[config.mk]
export PLATFORM = sky130hd
export DESIGN_NAME = csum_engine
export DESIGN_NICKNAME = d
export VERILOG_FILES = /design/src/rtl/csum_pkg.sv /design/src/rtl/csum_in_stage.sv /design/src/rtl/csum_accum.sv /design/src/rtl/csum_status.sv /design/src/rtl/csum_engine.sv
export SDC_FILE = /design/constraint.sdc
export NUM_CORES = 1
export LEC_CHECK = 0
export ABC_AREA = 1
export BUFFER_PORTS_ARGS = -buffer_cell sky130_fd_sc_hd__buf_2
export CAP_MARGIN = 20
export CORE_ASPECT_RATIO = 1.5
export CORE_MARGIN = 2
export CORE_UTILIZATION = 30
export CTS_CLUSTER_DIAMETER = 60
export DETAILED_ROUTE_END_ITERATION = 10
export GPL_TIMING_DRIVEN = 0
export MAX_ROUTING_LAYER = met4
export SLEW_MARGIN = 10
export SYNTH_ARGS = -nofsm -noshare
export SYNTH_HDL_FRONTEND = slang
export SYNTH_SLANG_ARGS = --single-unit
export TNS_END_PERCENT = 30
[constraint.sdc]
create_clock -name clk -period 2.5 [get_ports clk]
set_input_delay 0.25 -clock clk [delete_from_list [all_inputs] [get_ports clk]]
set_output_delay 0.25 -clock clk [all_outputs]
set_load 0.01 [all_outputs]
[src/rtl/csum_pkg.sv]
package csum_pkg;

    // Default word width of the engine.
    localparam int CSUM_W = 16;

    // Control bits that travel with an operand towards the adder.
    typedef struct packed {
        logic clr;  // frame start: load instead of accumulate
        logic en;   // operand carries a real word
    } csum_ctl_t;

    // Control value of an idle cycle.
    function automatic csum_ctl_t ctl_idle();
        csum_ctl_t c;
        c.clr = 1'b0;
        c.en  = 1'b0;
        return c;
    endfunction

endpackage

[src/rtl/csum_in_stage.sv]
module csum_in_stage
    import csum_pkg::*;
#(
    parameter int W    = CSUM_W,
    parameter bit PIPE = 1'b1
) (
    input  logic         clk,
    input  logic         rst,
    input  logic         clr_i,
    input  logic         en_i,
    input  logic [W-1:0] data_i,
    output csum_ctl_t    ctl_o,
    output logic [W-1:0] opnd_o
);

    csum_ctl_t    ctl_in;
    logic [W-1:0] opnd_sel;

    // Operand selector: the word or a constant zero.
    always_comb begin
        ctl_in.clr = clr_i;
        ctl_in.en  = en_i;
        opnd_sel   = en_i ? data_i : '0;
    end

    generate
        if (PIPE) begin : g_reg
            csum_ctl_t    ctl_q;
            logic [W-1:0] opnd_q;

            always_ff @(posedge clk) begin
                if (rst) begin
                    ctl_q  <= ctl_idle();
                    opnd_q <= '0;
                end else begin
                    ctl_q  <= ctl_in;
                    opnd_q <= opnd_sel;
                end
            end

            assign ctl_o  = ctl_q;
            assign opnd_o = opnd_q;
        end else begin : g_thru
            assign ctl_o  = ctl_in;
            assign opnd_o = opnd_sel;
        end
    endgenerate

endmodule

[src/rtl/csum_accum.sv]
module csum_accum
    import csum_pkg::*;
#(
    parameter int W = CSUM_W
) (
    input  logic         clk,
    input  logic         rst,
    input  csum_ctl_t    ctl_i,
    input  logic [W-1:0] opnd_i,
    output logic [W-1:0] sum_o,
    output logic         carry_o
);

    logic [W-1:0] acc_q;
    logic         cy_q;
    logic [W:0]   total;

    // Two's complement adder; carry-in comes from last cycle's carry-out.
    assign total = {1'b0, acc_q} + {1'b0, opnd_i} + {{W{1'b0}}, cy_q};

    always_ff @(posedge clk) begin
        if (rst) begin
            acc_q <= '0;
            cy_q  <= 1'b0;
        end else if (ctl_i.clr) begin
            acc_q <= opnd_i;
            cy_q  <= 1'b0;
        end else begin
            acc_q <= total[W-1:0];
            cy_q  <= total[W];
        end
    end

    assign sum_o   = acc_q;
    assign carry_o = cy_q;

endmodule

[src/rtl/csum_status.sv]
module csum_status
    import csum_pkg::*;
#(
    parameter int W    = CSUM_W,
    parameter bit PIPE = 1'b1
) (
    input  csum_ctl_t    ctl_i,
    input  logic         carry_i,
    input  logic [W-1:0] sum_i,
    output logic [W-1:0] chk_o,
    output logic         done_o,
    output logic         pass_o
);

    logic pending;

    generate
        if (PIPE) begin : g_pend
            // A clear or word still sitting in the input register.
            assign pending = ctl_i.clr | ctl_i.en;
        end else begin : g_nopend
            assign pending = 1'b0;
        end
    endgenerate

    assign chk_o  = ~sum_i;
    assign done_o = ~carry_i & ~pending;
    assign pass_o = done_o & ((&sum_i) | ~(|sum_i));

endmodule

[src/rtl/csum_engine.sv]
module csum_engine
    import csum_pkg::*;
#(
    parameter int W    = CSUM_W,
    parameter bit PIPE = 1'b1
) (
    input  logic         clk,
    input  logic         rst,
    input  logic         clr_i,
    input  logic         en_i,
    input  logic [W-1:0] data_i,
    output logic [W-1:0] sum_o,
    output logic [W-1:0] chk_o,
    output logic         done_o,
    output logic         pass_o
);

    csum_ctl_t    stg_ctl;
    logic [W-1:0] stg_opnd;
    logic         carry_q;

    csum_in_stage #(.W(W), .PIPE(PIPE)) u_stage (
        .clk    (clk),
        .rst    (rst),
        .clr_i  (clr_i),
        .en_i   (en_i),
        .data_i (data_i),
        .ctl_o  (stg_ctl),
        .opnd_o (stg_opnd)
    );

    csum_accum #(.W(W)) u_accum (
        .clk     (clk),
        .rst     (rst),
        .ctl_i   (stg_ctl),
        .opnd_i  (stg_opnd),
        .sum_o   (sum_o),
        .carry_o (carry_q)
    );

    csum_status #(.W(W), .PIPE(PIPE)) u_status (
        .ctl_i   (stg_ctl),
        .carry_i (carry_q),
        .sum_i   (sum_o),
        .chk_o   (chk_o),
        .done_o  (done_o),
        .pass_o  (pass_o)
    );

endmodule

==> metrics <==
Final Non-Filler Cells 514; Reg2Reg Depth 9; sequential-to-total area share from yosys stat 0.316; share of the synthesized area in the top cell type 0.316; Ys Warns 0; post-synthesis compound-gate area fraction 0.0553; Max Cap Violations 0; CP startpoint kind flip-flop; reg-to-reg endpoint u_accum.carry_o; Final Hold Vio Count 0; CTS tree yes; HP Class input pin to flip-flop; largest net degree at the start of global routing 14; Crit. End Element flip-flop; syn_area_per_cell 6.28 um^2; first-pass GRT wire length 9580 um; layout cell share with drive strength beyond 1 0.181; worst-path maximum fanout 4; Post-synth EDFFs 0; Worst-path clk slew 0.08 ns; # rows 38; most numerous cell in the Yosys netlist nand2_1; simple-gate share of the synthesized area 0.349; fillers 793; cell count after synthesis 353; Switch Pwr 462 uW; Post-Synth Adder-Cell Area 0.103; vias per cell 4.27; Synth async-reset ratio 0; final wirelength 5790 um; final setup fails 0; Logic pwr share 0.217; worst-path cell chain fa_1 -> fa_1 -> nand2_1 -> nand2_1 -> and2_4 -> nand3_1 -> nand3_1 -> a21oi_1 -> nor2_1; reg2reg setup slack 0.32 ns; Pre-antenna DRT Iters 4; setup TNS 0 ns; post-route cell area 0.00272 mm^2; WL/cell 11.3 um; worst r2r src u_accum.sum_o[0]; TritonCTS Sinks 35; Worst Skew 0.00953 ns; Max IR drop VDD 306 uV; Rel. slew slack 0.615; Int Pwr 1020 uW; synthesis-stage register bit count 35; Synth area leader dfxtp_1; Hold Path End u_stage.ctl_o[1]; WHS Path Cells 3; Starting DRT DRC Count 95; Post-synth top cells 85 x nand2_1, 83 x inv_1, 54 x nor2_1; multiplexer share of the synthesized area 0; Top Family by Delay on Critical Path adder cells; sequential power share 0.426; # IOs 54; die footprint 0.00810 mm^2; Worst Path Arrival 2.37 ns; core box area 0.00718 mm^2; Placed Cells 506; vias 2197; post-CTS setup buffer count 0; Synth Area in XOR/XNOR 0.0158; die height 109 um; vias in the first global route 2110; Synth Net Count 390; clock share of power 0.357; initial cell density of the core 0.309; final worst path period share 0.872; Hold Crit Start clr_i; library cells used by synthesis 26; Worst-Skew Late Latency 0.30 ns; crit path buf inv count 0; ANT cells 0; total CTS buffers 5; post_cts resized 0; Crit Path Class flip-flop to flip-flop; CTS Buffer Depth 2; IO buf count 53; drt drc 0; Routed Antenna Nets 0; worst slew pin tran 0.573 ns; crit-path max cell delay 0.47 ns; Pwr Total 1480 uW; cts hold-fix bufs 0; GPL Wtd Cong 0.937; global route overflow 0; Synth Cell Area 0.00222 mm^2; status finished, final reports clean; H-tree depth 2; NumNets Final 450; clk root buf clkbuf_8; total track usage 0.160; Tmin final 2.18 ns; synth top area cells dfxtp_1 32%, nand2_1 14%, inv_1 14%; largest family of logic cells by synthesized area simple AND/OR/NAND/NOR gates; area grow syn2layout 22.8%; Sw Share 0.312; Lkg Pwr 0.00159 uW; DP Area 0.00261 mm^2; main flop type after synthesis dfxtp_1; final slew viol count 0; antenna violations before repair 0; Achievable Freq 459 MHz; DP Wirelength 4680 um; PwrDens 545 mW/mm^2; RSZ-0062 raised after global routing no; Crit path required time 2.69 ns; Die Wd 74.2 um; CP max stage cell fa_1
## worst max path at each step
stage | startpoint | endpoint | slack (ns) | cells after the start
after global placement | u_accum.sum_o[0] | u_accum.carry_o | 0.33 | 9
after floorplan | u_accum.sum_o[0] | u_accum.sum_o[8] | 0.56 | 11
final | u_accum.sum_o[0] | u_accum.carry_o | 0.32 | 9
after CTS | u_accum.sum_o[0] | u_accum.carry_o | 0.30 | 9
after detailed placement | u_accum.sum_o[0] | u_accum.carry_o | 0.32 | 9
after global routing | u_accum.sum_o[0] | u_accum.carry_o | 0.22 | 9
## state kept, by name, summed over array words and instances (netlist names)
register         cells
u_stage.ctl_o        2
u_accum.sum_o       16
u_stage.opnd_o      16
u_accum.carry_o      1
## worst reg2reg max path: stages, from the launching register on
cell     delay [ns]
dfxtp_1        0.36
fa_1           0.47
fa_1           0.42
nand2_1        0.09
nand2_1        0.07
and2_4         0.15
nand3_1        0.11
nand3_1        0.11
a21oi_1        0.22
nor2_1         0.06
## layer usage
| metal | global-route usage | vias to the layer above | part of all wire |
|---|---|---|---|
| met2 | 0.284 | 39 | 0.51 |
| met3 | 0.0176 | 9 | 0.028 |
| met1 | 0.185 | 962 | 0.44 |
| met4 | 0.0506 | 0 | 0.015 |
| met5 | - | - | 0 |
| li1 | - | 1187 | - |
## cells in the final DEF (no fill, tap or decap)
cell type,Yosys,layout
nand2_1,85,85
o31ai_1,1,1
clkbuf_1,1,1
nor2_1,54,54
inv_1,83,83
nand3_1,21,21
nor3_2,3,3
inv_6,0,1
nor4_1,8,8
fa_1,2,2
xnor2_1,2,2
clkinv_1,2,2
clkinvlp_4,0,1
clkbuf_8,0,5
ha_1,15,15
nand3_2,1,1
dfxtp_1,35,35
or2_1,2,2
o211ai_1,3,3
o21ai_0,7,7
a21boi_0,1,1
buf_2,3,56
and2_4,1,1
a21oi_1,10,10
nor3_1,2,2
inv_2,5,5
bufinv_16,0,1
nand2_2,1,1
xor2_1,2,2
nand4_1,3,3
## layout make-up
class	count	area, um^2	share of cell area
tap	100	125	0.0460
timing repair buffer	53	265	0.0975
clock inverter	3	46.3	0.0170
multi-input combinational	224	1160	0.426
inverter	90	338	0.124
buffer	4	18.8	0.00690
sequential	35	701	0.257
clock buffer	5	68.8	0.0253
## kinds of logic (layout without fill, tap and decap cells)
kind of cell / Yosys count / in the layout
AND/OR/NAND/NOR: 181 / 181
buffers and inverters: 94 / 155
flip-flops: 35 / 35
AO/OA/AOI/OAI: 22 / 22
adder cells (fa/ha/maj): 17 / 17
XOR/XNOR: 4 / 4
## power by group through the flow
stage	clock network [uW]	logic, uW	registers [uW]
finish	529	321	632
global route	556	369	637
CTS	543	324	632
detailed placement	0	322	645
global placement	0	318	644
floorplan	0	203	645
## metrics by stage
stage               hold slack, ns  utilization  setup WS, ns
CTS                          0.149        0.379         0.301
floorplan                    0.357            -         0.563
finish                       0.149        0.379         0.321
global route                 0.164        0.379         0.219
detailed placement           0.459        0.363         0.321
global placement             0.456        0.363         0.329
Power figures use the tool's default switching activity.
